## src/rtl/wb_pkg.sv

```systemverilog
package wb_pkg;

  typedef struct packed {
    logic       en;
    logic [1:0] z_t;
    logic       comb;
    logic [1:0] c_t;
  } cond_t;

  localparam int COND_W = $bits(cond_t);

  localparam logic [COND_W-1:0] COND_ALWAYS = 6'b110010;
  localparam logic [COND_W-1:0] COND_NEVER  = 6'b000000;

endpackage

```

## src/rtl/wb_cond_eval.sv

```systemverilog
module wb_cond_eval
  import wb_pkg::*;
(
  input  cond_t cw,
  input  logic  z_q,
  input  logic  c_q,
  output logic  pass
);

  logic z_dc, c_dc;
  logic z_hit, c_hit;
  logic z_strict, c_strict;
  logic test;

  always_comb begin
    z_dc     = cw.z_t[1];
    c_dc     = cw.c_t[1];
    z_strict = !z_dc && (z_q == cw.z_t[0]);
    c_strict = !c_dc && (c_q == cw.c_t[0]);
    z_hit    = z_dc || z_strict;
    c_hit    = c_dc || c_strict;
    if (cw.comb) test = z_hit && c_hit;
    else         test = (z_dc && c_dc) || z_strict || c_strict;
    pass = cw.en && test;
  end

endmodule

```

## src/rtl/wb_flags.sv

```systemverilog
module wb_flags (
  input  logic clk,
  input  logic rst,
  input  logic ld,
  input  logic z_in,
  input  logic c_in,
  output logic z_q,
  output logic c_q
);

  always_ff @(posedge clk) begin
    if (rst) begin
      z_q <= 1'b0;
      c_q <= 1'b0;
    end else if (ld) begin
      z_q <= z_in;
      c_q <= c_in;
    end
  end


  flag_hold_chk: assert property (@(posedge clk) disable iff (rst)
    !ld |=> $stable({z_q, c_q}));

endmodule

```

## src/rtl/wb_regfile.sv

```systemverilog
module wb_regfile #(
  parameter  int DATA_W  = 16,
  parameter  int REG_CNT = 8,
  parameter  int LANE_W  = 8,
  localparam int IDX_W   = $clog2(REG_CNT),
  localparam int LANES   = DATA_W / LANE_W
) (
  input  logic              clk,
  input  logic              rst,
  input  logic              we,
  input  logic [IDX_W-1:0]  wr_idx,
  input  logic [LANES-1:0]  lane_we,
  input  logic [DATA_W-1:0] wr_data,
  input  logic [IDX_W-1:0]  ra_idx,
  input  logic [IDX_W-1:0]  rb_idx,
  output logic [DATA_W-1:0] ra_data,
  output logic [DATA_W-1:0] rb_data
);

  logic [DATA_W-1:0] mem [REG_CNT];

  always_ff @(posedge clk) begin
    if (rst) begin
      for (int r = 0; r < REG_CNT; r++) mem[r] <= '0;
    end else if (we) begin
      for (int l = 0; l < LANES; l++)
        if (lane_we[l]) mem[wr_idx][l*LANE_W +: LANE_W] <= wr_data[l*LANE_W +: LANE_W];
    end
  end

  always_ff @(posedge clk) begin
    if (rst) begin
      ra_data <= '0;
      rb_data <= '0;
    end else begin
      ra_data <= mem[ra_idx];
      rb_data <= mem[rb_idx];
    end
  end

  for (genvar i = 0; i < REG_CNT; i++) begin : g_reg_chk
    localparam logic [IDX_W-1:0] MY_IDX = IDX_W'(i);

    reg_untouched_chk: assert property (@(posedge clk) disable iff (rst)
      !(we && wr_idx == MY_IDX) |=> $stable(mem[i]));
    for (genvar l = 0; l < LANES; l++) begin : g_lane_chk

      lane_keep_chk: assert property (@(posedge clk) disable iff (rst)
        (we && wr_idx == MY_IDX && !lane_we[l]) |=> $stable(mem[i][l*LANE_W +: LANE_W]));
    end
  end

endmodule

```

## src/rtl/wb_pc.sv

```systemverilog
module wb_pc #(
  parameter int DATA_W  = 16,
  parameter int PC_STEP = 2
) (
  input  logic              clk,
  input  logic              rst,
  input  logic              step,
  input  logic              load,
  input  logic [DATA_W-1:0] load_val,
  output logic [DATA_W-1:0] pc_q
);

  localparam logic [DATA_W-1:0] INC = DATA_W'(PC_STEP);

  always_ff @(posedge clk) begin
    if (rst)       pc_q <= '0;
    else if (step) pc_q <= load ? load_val : pc_q + INC;
  end


  pc_advance_chk: assert property (@(posedge clk) disable iff (rst)
    (step && !load) |=> pc_q == $past(pc_q) + INC);


  pc_idle_chk: assert property (@(posedge clk) disable iff (rst)
    !step |=> $stable(pc_q));

endmodule

```

## src/rtl/wb_unit.sv

```systemverilog
module wb_unit
  import wb_pkg::*;
#(
  parameter  int DATA_W  = 16,
  parameter  int REG_CNT = 8,
  parameter  int LANE_W  = 8,
  parameter  int PC_STEP = 2,
  localparam int IDX_W   = $clog2(REG_CNT),
  localparam int LANES   = DATA_W / LANE_W
) (
  input  logic              clk,
  input  logic              rst,
  input  logic              wb_valid,
  input  logic [DATA_W-1:0] wb_data,
  input  logic [COND_W-1:0] wb_cond,
  input  logic              wb_to_pc,
  input  logic [IDX_W-1:0]  wb_idx,
  input  logic [LANES-1:0]  wb_lane_we,
  input  logic              flag_we,
  input  logic              flag_z_in,
  input  logic              flag_c_in,
  input  logic [IDX_W-1:0]  rd_a_idx,
  input  logic [IDX_W-1:0]  rd_b_idx,
  output logic [DATA_W-1:0] rd_a_data,
  output logic [DATA_W-1:0] rd_b_data,
  output logic [DATA_W-1:0] pc_q
);

  cond_t cw;
  logic  z_q, c_q;
  logic  take;
  logic  pc_load, reg_we;

  assign cw      = cond_t'(wb_cond);
  assign pc_load = take && wb_to_pc;
  assign reg_we  = wb_valid && take && !wb_to_pc;

  wb_flags u_flags (
    .clk  (clk),
    .rst  (rst),
    .ld   (flag_we),
    .z_in (flag_z_in),
    .c_in (flag_c_in),
    .z_q  (z_q),
    .c_q  (c_q)
  );

  wb_cond_eval u_cond (
    .cw   (cw),
    .z_q  (z_q),
    .c_q  (c_q),
    .pass (take)
  );

  wb_regfile #(
    .DATA_W  (DATA_W),
    .REG_CNT (REG_CNT),
    .LANE_W  (LANE_W)
  ) u_rf (
    .clk     (clk),
    .rst     (rst),
    .we      (reg_we),
    .wr_idx  (wb_idx),
    .lane_we (wb_lane_we),
    .wr_data (wb_data),
    .ra_idx  (rd_a_idx),
    .rb_idx  (rd_b_idx),
    .ra_data (rd_a_data),
    .rb_data (rd_b_data)
  );

  wb_pc #(
    .DATA_W  (DATA_W),
    .PC_STEP (PC_STEP)
  ) u_pc (
    .clk      (clk),
    .rst      (rst),
    .step     (wb_valid),
    .load     (pc_load),
    .load_val (wb_data),
    .pc_q     (pc_q)
  );


  pc_take_chk: assert property (@(posedge clk) disable iff (rst)
    (wb_valid && wb_to_pc && take) |=> pc_q == $past(wb_data));


  cond_off_chk: assert property (@(posedge clk) disable iff (rst)
    (wb_valid && !wb_cond[COND_W-1]) |=> pc_q == $past(pc_q) + DATA_W'(PC_STEP));

endmodule

```

## config.mk

```make
export PLATFORM = sky130hd
export DESIGN_NAME = wb_unit
export DESIGN_NICKNAME = d
export VERILOG_FILES = /design/src/rtl/wb_pkg.sv /design/src/rtl/wb_cond_eval.sv /design/src/rtl/wb_flags.sv /design/src/rtl/wb_regfile.sv /design/src/rtl/wb_pc.sv /design/src/rtl/wb_unit.sv
export SDC_FILE = /design/constraint.sdc
export NUM_CORES = 1
export LEC_CHECK = 0
export BUFFER_PORTS_ARGS = -buffer_cell sky130_fd_sc_hd__buf_2
export CAP_MARGIN = 20
export CORE_ASPECT_RATIO = 1.5
export CORE_MARGIN = 2
export CORE_UTILIZATION = 64
export CTS_BUF_LIST = sky130_fd_sc_hd__clkbuf_4
export CTS_CLUSTER_SIZE = 20
export DETAILED_ROUTE_END_ITERATION = 6
export GPL_TIMING_DRIVEN = 0
export PLACE_DENSITY = 0.84
export SYNTH_ARGS = -nofsm -noshare
export SYNTH_HDL_FRONTEND = slang
export SYNTH_SLANG_ARGS = --single-unit
```

## constraint.sdc

```tcl
create_clock -name clk -period 6.6 [get_ports clk]
set_input_delay 0.99 -clock clk [delete_from_list [all_inputs] [get_ports clk]]
set_output_delay 0.99 -clock clk [all_outputs]
set_load 0.02 [all_outputs]
```

==> flow_summary.ini, run 1 <==
[cells_and_area]
num-fill-cells = 890
final_core_utilization = 0.7186
post_layout_instance_count_excluding_filler_cells = 917
post_route_cells_drive_above_1_share = 0.2536
final_area_um2 = 9263
area.growth.synth_to_final_pct = 11.01
num-nets-final = 785

[timing]
finalSetupViolations = 0
totalNegativeSetupSlack_ns = 0
slew_headroom = 0.2594
unrepaired_setup_endpoints_after_global_routing = false
fmax_mhz = 327.3
final_period_minus_worst_setup_slack_ns = 3.055
worst_case_clock_skew_ns = 0.02067
slew_limit_fails = 0
worst-slew-pin-transition_ns = 1.109
finalHoldViolCount = 0
finalCritPeriodShare = 0.4629

[setup_path]
critPathKind = primary input to flip-flop
worst_ep_required_time_ns = 6.80
critPathArrivalTime_ns = 3.26
critical_path_s_slowest_cell = sky130_fd_sc_hd__o21bai_1
cp-start-kind = primary input
cp_cell_sequence = buf_2, nor3b_1, nand2_1, nor2_2, inv_1, o21bai_1
slowest_delay_ns = 0.89
end_kind = flip-flop
critPathMaxFanout = 10

[power_and_ir_drop]
p_leak_nw = 3.363
worst_ir_drop_vdd_mv = 0.1207
power_mw = 2.205
powerDensity_nw_per_um2 = 238.1

[logic_synthesis]
synth.yosys.seq_area_share = 0.5806
yosys_warnings = 0
synth_edf_count = 128
synthArstFlopShare = 0
ys_seq_elements = 178
yosys.area.top_type = sky130_fd_sc_hd__edfxtp_1
postSynthNetCount = 684
yosys-top-cells-area = sky130_fd_sc_hd__edfxtp_1 (46%), sky130_fd_sc_hd__mux4_2 (17%), sky130_fd_sc_hd__dfxtp_1 (12%)
postSynthCellCount = 643
synth_area_per_cell_um2 = 12.98
number_of_library_cell_types_mapped_by_synthesis = 37
mappedNetlistArea_um2 = 8344
synthDominantCellAreaShare = 0.4606
ys_dominant_reg_cell = sky130_fd_sc_hd__edfxtp_1

[clock_tree]
insertion_delay_ns = 0.58
tritoncts = yes
cts.hold.buffers_added = 0
post_cts_resize_count = 0
tritoncts.num_buffers = 17
clock_tree.root_cell = sky130_fd_sc_hd__clkbuf_4
cts_buffer_depth = 2
postCtsSetupBuffers = 0
htree_num_levels = 4
clkSinkCount = 178
clk_pin_slew_ns = 0.15

[drt]
dr_pass1_iterations = 6
route.detailed.drc = 0
avgViaCountPerCell = 6.466
first_iter_violations = 671
vias = 5929
post_drt_wl_per_cell_um = 22.56
antenna_violating_nets_post_route = 0
drt-total-wl_um = 20690

[place]
portBuffers = 82
placed_cells_incl_taps = 884
place_hpwl_um = 15190
place_congestion = 0.8759
placement.cell_area_um2 = 8954

[die]
height_of_the_die_um = 143.8
die_width_um = 97.23
die-area_um2 = 13990
num_io_pins = 88
core_area_um2 = 12890
num_rows = 51
floorplan.initialDensity = 0.6474

[status]
outcome = finished, final reports clean

[global_routing]
track_usage = 0.3074
grt_first_pass_wirelength_um = 31760
grt_max_degree = 17
grt.overflow.total = 0
number_of_antenna_violations_at_the_first_check_in_global_routing = 1
grt_pass1_vias = 5977

[worst_hold_path]
hold_crit_path_type = flip-flop to flip-flop

[flow_run]
max-cap-violations = 0
==> Yosys cell counts, types with 5 or more instances <==
library cell               number
sky130_fd_sc_hd__a211oi_1      10
sky130_fd_sc_hd__buf_2         12
sky130_fd_sc_hd__clkbuf_1      29
sky130_fd_sc_hd__dfxtp_1       50
sky130_fd_sc_hd__edfxtp_1     128
sky130_fd_sc_hd__inv_1          5
sky130_fd_sc_hd__mux2i_1       35
sky130_fd_sc_hd__mux4_2        64
sky130_fd_sc_hd__nand2_1       48
sky130_fd_sc_hd__nand2b_1       6
sky130_fd_sc_hd__nand3_1        8
sky130_fd_sc_hd__nor2_1       181
sky130_fd_sc_hd__o21bai_1      13
sky130_fd_sc_hd__xnor2_1        5
sky130_fd_sc_hd__xor2_1         7
==> report_power, final <==
group / total (mW) / internal [mW] / switching [mW]
combinational: 0.271 / 0.110 / 0.161
clock: 0.660 / 0.267 / 0.392
sequential: 1.27 / 1.25 / 0.0272
==> worst max-delay path: cells and delay by family <==
kind	cells	cell delay (ns)
AO/OA/AOI/OAI	1	0.89
buffers and inverters	2	0.32
AND/OR/NAND/NOR	3	1.07
==> logic make-up after synthesis <==
| kind of cell | count (synthesis) | share of synthesized area |
|---|---|---|
| AND/OR/NAND/NOR | 263 | 0.1278 |
| flip-flops | 178 | 0.5806 |
| multiplexers | 99 | 0.2147 |
| buffers and inverters | 49 | 0.02384 |
| AO/OA/AOI/OAI | 41 | 0.03899 |
| XOR/XNOR | 12 | 0.01260 |
| adder cells (fa/ha/maj) | 1 | 0.001499 |
==> metrics by stage <==
step	setup WS (ns)	hold slack (ns)
after global placement	3.162	0.4740
after global routing	3.382	0.5770
after detailed placement	3.049	0.4949
final	3.545	0.5235
after CTS	3.617	0.5301
after floorplan	3.761	0.4807
==> cells in the final DEF, fill, tap and decap left out, types with 2 or more instances in the layout <==
| master | instances |
|---|---|
| sky130_fd_sc_hd__edfxtp_1 | 128 |
| sky130_fd_sc_hd__o21bai_1 | 13 |
| sky130_fd_sc_hd__nor3b_1 | 2 |
| sky130_fd_sc_hd__o21ai_0 | 2 |
| sky130_fd_sc_hd__nor2_1 | 181 |
| sky130_fd_sc_hd__inv_1 | 5 |
| sky130_fd_sc_hd__a21o_1 | 4 |
| sky130_fd_sc_hd__nand4_1 | 4 |
| sky130_fd_sc_hd__nand2b_1 | 6 |
| sky130_fd_sc_hd__buf_1 | 3 |
| sky130_fd_sc_hd__inv_6 | 6 |
| sky130_fd_sc_hd__mux2i_1 | 35 |
| sky130_fd_sc_hd__clkinv_4 | 2 |
| sky130_fd_sc_hd__nand2_1 | 48 |
| sky130_fd_sc_hd__nor2_2 | 2 |
| sky130_fd_sc_hd__nand3_1 | 8 |
| sky130_fd_sc_hd__xor2_1 | 7 |
| sky130_fd_sc_hd__buf_2 | 94 |
| sky130_fd_sc_hd__clkbuf_1 | 29 |
| sky130_fd_sc_hd__dfxtp_1 | 50 |
| sky130_fd_sc_hd__and3_1 | 2 |
| sky130_fd_sc_hd__o211a_1 | 3 |
| sky130_fd_sc_hd__xnor2_1 | 5 |
| sky130_fd_sc_hd__mux4_2 | 64 |
| sky130_fd_sc_hd__a211oi_1 | 10 |
| sky130_fd_sc_hd__clkinv_1 | 3 |
| sky130_fd_sc_hd__a311oi_1 | 2 |
| sky130_fd_sc_hd__bufinv_16 | 3 |
| sky130_fd_sc_hd__nor3_1 | 2 |
| sky130_fd_sc_hd__clkbuf_4 | 17 |
| sky130_fd_sc_hd__nor2b_1 | 4 |
| sky130_fd_sc_hd__a31oi_1 | 2 |
==> registers in the layout, summed over array words and instances (netlist names) <==
| signal | flops |
|---|---|
| u_rf.mem | 128 |
| u_pc.pc_q | 16 |
| u_rf.rb_data | 16 |
| u_flags.z_q | 1 |
| u_flags.c_q | 1 |
| u_rf.ra_data | 16 |
==> path summary, 6_finish.rpt <==
kind / depth (start not counted) / slack (ns) / to / start
worst max-delay path: 6 / 3.54 / u_rf.mem[5][8] / wb_valid
worst min-delay path: 2 / 0.52 / u_pc.pc_q[0] / u_pc.pc_q[0]
worst max register to register: 6 / 3.88 / u_rf.mem[6][14] / u_flags.c_q
worst min register to register: 2 / 0.52 / u_pc.pc_q[0] / u_pc.pc_q[0]
==> routing by layer <==
layer  vias to the layer above  part of all wire  track usage  routed length [um]
met2                       422              0.52       0.5318               10810
met4                         0             0.048       0.1754                 985
met3                        84             0.095      0.06226                1973
met1                      2857              0.33       0.3605                6921
li1                       2566                 -            -                   -
met5                         -                 0            0                   0
==> layout make-up <==
class / instances / area, um^2 / area share
antenna: 1 / 2.502 / 0.0002702
buffer: 44 / 180.2 / 0.01945
clock buffer: 17 / 127.6 / 0.01378
clock inverter: 15 / 178.9 / 0.01932
inverter: 5 / 18.77 / 0.002026
multi-input combinational: 416 / 3301 / 0.3563
sequential: 178 / 4845 / 0.5230
tap: 159 / 198.9 / 0.02148
timing repair buffer: 82 / 410.4 / 0.04431
No activity file was read; power rests on OpenSTA's default activity.
==> inputs of run 2 (changes only) <==
- CORE_UTILIZATION: 64 -> 55
- PLACE_DENSITY: 0.84 -> 0.76
- clock period: 6.6 -> 2.8 ns (I/O delays scaled with it)
==> run 2 against run 1 <==
Critical path depth is 1 lower. Total power increased by 130%. Clock skew grew 0.0064 ns. Die area increased by 16%. Combinational power up 140%. Global-route usage shrank 4.1 points. First-iteration DRC count down 14%. Sequential share of layout area about the same. Clock-buffer cell count grew 2. Critical endpoint is now u_rf.mem[5][15]. Largest power group unchanged.
==> flow_summary.ini, run 2 (synthesis gave the netlist of run 1 again) <==
[setup_path]
critPathArrivalTime_ns = 2.93
worst-path-buf-inv = 0
worst_ep_required_time_ns = 3.01
critPathKind = flip-flop to flip-flop
cp_cell_sequence = xor2_1, a221oi_2, o211a_1, nand2_1, o21bai_1
end_kind = flip-flop
slowest_delay_ns = 0.95
ff2ff_path_depth = 5
path_delay_family = compound AO/OA/AOI/OAI gates
cp-start-kind = flip-flop
critPathMaxFanout = 9
critical_path_s_slowest_cell = sky130_fd_sc_hd__o21bai_1
worst-path-stages = 5

[drt]
first_iter_violations = 578
met3_wirelength_um = 1774
antenna_violating_nets_post_route = 0
wl_met1_um = 7226
drt-total-wl_um = 20960
max_layer_used = met4
route.detailed.drc = 0
avgViaCountPerCell = 6.010
vias = 5752
dr_pass1_iterations = 6
wl_met2_um = 11400
post_drt_wl_per_cell_um = 21.90

[worst_hold_path]
hold_crit_path_type = primary input to flip-flop
min_path_cells = 3

[clock_tree]
clkSinkCount = 178
clock_tree.root_cell = sky130_fd_sc_hd__clkbuf_4
insertion_delay_ns = 0.58
htree_num_levels = 4
cts_buffer_depth = 2
tritoncts = yes
tritoncts.num_buffers = 17
clk_pin_slew_ns = 0.14

[place]
portBuffers = 82
place_congestion = 0.8911
place_hpwl_um = 15490
placed_cells_incl_taps = 924

[power_and_ir_drop]
powerDensity_nw_per_um2 = 536.7
share_of_power_burned_in_the_clock_network = 0.267
worst_ir_drop_vdd_mv = 0.2961
netSwitchingPower_mw = 1.382
proportion_of_total_power_due_to_net_switching = 0.2782
internal_power_mw = 3.585
p_leak_nw = 3.336
p_seq_frac = 0.604
part_of_the_power_in_combinational_logic = 0.129

[die]
die_width_um = 104.6
die-area_um2 = 16190
floorplan.initialDensity = 0.5588
height_of_the_die_um = 154.9
core_area_um2 = 14930
num_io_pins = 88
num_rows = 55

[cells_and_area]
num-nets-final = 785
num-fill-cells = 1205
area.growth.synth_to_final_pct = 10.92
mostFrequentLayoutCells = sky130_fd_sc_hd__nor2_1 (181), sky130_fd_sc_hd__edfxtp_1 (128), sky130_fd_sc_hd__buf_2 (94)
post_route_cells_drive_above_1_share = 0.2589
largest-register = u_rf.mem
leading_cell_type_in_the_layout_fill_and_taps_excluded = sky130_fd_sc_hd__nor2_1
post_layout_instance_count_excluding_filler_cells = 957
largest_register_ffs = 128

[global_routing]
grt_first_pass_wirelength_um = 32060
grt_max_degree = 17
grt_pass1_vias = 5887
track_usage = 0.2669
grt.overflow.total = 0
number_of_antenna_violations_at_the_first_check_in_global_routing = 1

[timing]
finalSetupViolations = 0
finalHoldViolCount = 0
slew_limit_fails = 0
worst_case_clock_skew_ns = 0.02708
unrepaired_setup_endpoints_after_global_routing = true
slew_headroom = 0.2680
totalNegativeSetupSlack_ns = 0
fmax_mhz = 366.4
worst-slew-pin-transition_ns = 1.096
finalCritPeriodShare = 0.9746
final_period_minus_worst_setup_slack_ns = 2.729

[status]
outcome = finished, final reports clean

[flow_run]
max-cap-violations = 0
## run 2: metrics by stage
step           utilization  total power, mW  hold WS (ns)  worst slack [ns]  area, um^2
2_1_floorplan            -            3.465        0.4807            0.5313        8344
3_3_place_gp        0.6029            3.668        0.4749           -0.1607        9004
3_5_place_dp        0.6029            3.699        0.5126           -0.2212        9004
4_1_cts             0.6194            4.949       0.09088            0.1132        9249
5_1_grt             0.6198            5.103        0.1028          -0.01099        9255
6_report            0.6198            4.967       0.09003           0.07110        9255
## run 2: worst paths after layout
| kind | slack, ns | from | to |
|---|---|---|---|
| max | 0.07 | u_flags.c_q | u_rf.mem[5][15] |
| min | 0.09 | flag_c_in | u_flags.c_q |
| max reg2reg | 0.07 | u_flags.c_q | u_rf.mem[5][15] |
| min reg2reg | 0.54 | u_pc.pc_q[0] | u_pc.pc_q[0] |
## run 2: layer usage
metal / up-vias / global-route usage
li1: 2561 / -
met1: 2799 / 0.3116
met2: 339 / 0.4911
met3: 53 / 0.05195
met4: 0 / 0.09270
met5: - / 0
## run 2: power by group through the flow
stage | clock network (mW) | logic, mW | registers (mW)
floorplan | 0 | 0.364 | 3.10
global placement | 0 | 0.623 | 3.04
detailed placement | 0 | 0.639 | 3.06
CTS | 1.31 | 0.639 | 3.00
global route | 1.41 | 0.680 | 3.02
finish | 1.33 | 0.640 | 3.00
## run 2: worst reg2reg max path, cell delays in order (launching register included)
cell                       delay (ns)
sky130_fd_sc_hd__dfxtp_1         0.35
sky130_fd_sc_hd__xor2_1          0.18
sky130_fd_sc_hd__a221oi_2        0.41
sky130_fd_sc_hd__o211a_1         0.25
sky130_fd_sc_hd__nand2_1         0.24
sky130_fd_sc_hd__o21bai_1        0.95
## run 2: cell type report
cell class / instances / area, um^2 / area share
sequential: 178 / 4845 / 0.5235
multi-input combinational: 416 / 3304 / 0.3570
timing repair buffer: 82 / 410.4 / 0.04434
tap: 199 / 249.0 / 0.02690
buffer: 44 / 180.2 / 0.01947
clock buffer: 19 / 142.6 / 0.01541
clock inverter: 13 / 102.6 / 0.01109
inverter: 5 / 18.77 / 0.002028
antenna: 1 / 2.502 / 0.0002704
## run 2: timing repair
item / 4_1_cts / 5_1_grt
endpoints found under the hold margin: 0 / 0
hold buffers: 0 / 0
gates resized for setup: 0 / 1
setup endpoints to repair: 0 / 6
buffers inserted: 0 / 0
==> inputs of run 3 (changes only) <==
- CELL_PAD_IN_SITES_DETAIL_PLACEMENT: default -> 0
- CELL_PAD_IN_SITES_GLOBAL_PLACEMENT: default -> 1
- CORE_UTILIZATION: 55 -> 45
==> run 3 against run 2 <==
Global-route usage decreased by 3.4 points. First-iteration DRC count decreased by 20%. Register-to-register slack about the same. Worst setup slack improved by 0.0060 ns. Final cell count increased by 5.5%. Flip-flop and latch count unchanged. Maximum frequency increased by 0.22%. Final area increased by 1.7%. Clock-buffer cell count increased by 3. Critical path depth increased by 1. Critical path type unchanged. Critical endpoint is now u_rf.mem[6][3]. Highest routed layer unchanged.
==> flow_summary.ini, run 3 (synthesis gave the netlist of run 1 again) <==
[clock_tree]
cts_buffer_depth = 2
insertion_delay_ns = 0.58
clk_pin_slew_ns = 0.13
htree_num_levels = 4
cts.hold.buffers_added = 0
tritoncts = yes
clkSinkCount = 178
clock_tree.root_cell = sky130_fd_sc_hd__clkbuf_4
tritoncts.num_buffers = 17

[setup_path]
end_kind = flip-flop
slowest_delay_ns = 0.83
critPathMaxFanout = 9
worst-path-buf-inv = 1
critPathArrivalTime_ns = 2.92
path_delay_family = compound AO/OA/AOI/OAI gates
cp-start-kind = flip-flop
critPathKind = flip-flop to flip-flop
critical_path_s_slowest_cell = sky130_fd_sc_hd__o21bai_1
worst_ep_required_time_ns = 2.99
cp_cell_sequence = xor2_1, a221oi_2, o211a_1, nand2b_1, clkbuf_1, o21bai_1

[drt]
met3_wirelength_um = 1264
avgViaCountPerCell = 5.627
drt-total-wl_um = 21660
antenna_violating_nets_post_route = 0
first_iter_violations = 462
wl_met1_um = 8360
vias = 5683
route.detailed.drc = 0
wl_met2_um = 11180
max_layer_used = met4
post_drt_wl_per_cell_um = 21.44
dr_pass1_iterations = 5

[global_routing]
grt_max_degree = 17
grt_first_pass_wirelength_um = 32930
grt.overflow.total = 0
grt_pass1_vias = 5791
track_usage = 0.2333
number_of_antenna_violations_at_the_first_check_in_global_routing = 1

[timing]
slew_limit_fails = 0
finalSetupViolations = 0
slew_headroom = 0.3132
totalNegativeSetupSlack_ns = 0
fmax_mhz = 367.3
worst_slack_ns = 0.07714
worst-slew-pin-transition_ns = 1.030
worst_case_clock_skew_ns = 0.02580
finalHoldViolCount = 0
finalCritPeriodShare = 0.9725
fin_hold_ws_ns = 0.08270
final_period_minus_worst_setup_slack_ns = 2.723

[die]
core_area_um2 = 18390
die_width_um = 115.2
num_io_pins = 88
height_of_the_die_um = 170.8
floorplan.initialDensity = 0.4536
die-area_um2 = 19670
num_rows = 61

[cells_and_area]
final_core_utilization = 0.5115
mostFrequentLayoutCells = sky130_fd_sc_hd__nor2_1 (181), sky130_fd_sc_hd__edfxtp_1 (128), sky130_fd_sc_hd__buf_2 (94)
final_area_um2 = 9409
leading_cell_type_in_the_layout_fill_and_taps_excluded = sky130_fd_sc_hd__nor2_1
post_route_cells_drive_above_1_share = 0.2682
post_layout_instance_count_excluding_filler_cells = 1010
largest-register = u_rf.mem
area.growth.synth_to_final_pct = 12.76
num-fill-cells = 1646
largest_register_ffs = 128
num-nets-final = 785

[worst_hold_path]
hold_crit_path_type = primary input to flip-flop

[place]
portBuffers = 82
preCtsSetupSlack_ns = -0.3725
place_congestion = 0.8619
placement.cell_area_um2 = 9070
placed_cells_incl_taps = 977
place_hpwl_um = 15910

[power_and_ir_drop]
worst_ir_drop_vdd_mv = 0.2058
p_leak_nw = 3.388
power_mw = 5.180
powerDensity_nw_per_um2 = 550.5

[status]
outcome = finished, final reports clean

[flow_run]
max-cap-violations = 0
-- run 3: cell types whose count changed in the layout (fill, tap and decap cells not counted), sizes merged --
cell      delta
clkinv       -2
clkinvlp     -1
inv          -3
clkbuf       +3
bufinv       +3
-- run 3: worst paths after layout --
check | start | to | slack, ns | cells past startpoint
worst min-delay path | flag_c_in | u_flags.c_q | 0.08 | 3
worst max register to register | u_flags.c_q | u_rf.mem[6][3] | 0.08 | 6
worst min register to register | u_pc.pc_q[0] | u_pc.pc_q[0] | 0.53 | 2
worst max-delay path | u_flags.c_q | u_rf.mem[6][3] | 0.08 | 6
-- run 3: report_power, final --
group	switching, mW	internal [mW]
registers	0.0606	2.94
logic	0.385	0.263
clock network	0.864	0.669
total	1.31	3.87
-- run 3: worst min-delay path: cells and delay by family --
family                 cells  cell delay, ns
multiplexers               1            0.05
buffers and inverters      1            0.07
AND/OR/NAND/NOR            1            0.07
-- run 3: cell type report --
type / count / area, um^2 / area share
Multi-Input combinational cell: 416 / 3334 / 0.3544
Tap cell: 252 / 315.3 / 0.03351
Inverter: 5 / 18.77 / 0.001995
Clock inverter: 10 / 137.6 / 0.01463
Sequential cell: 178 / 4845 / 0.5149
Clock buffer: 22 / 165.2 / 0.01755
Antenna cell: 1 / 2.502 / 0.0002660
Timing Repair Buffer: 82 / 410.4 / 0.04362
Buffer: 44 / 180.2 / 0.01915
-- run 3: what timing repair did --
item / in CTS / in global routing
resized for setup: 1 / 8
endpoints found under the setup margin: 3 / 47
setup buffers: 0 / 0
-- run 3: layer usage --
layer	vias up	global-route usage
met4	0	0.1058
met1	2791	0.2859
met5	-	0
met3	66	0.03578
met2	267	0.4043
li1	2559	-
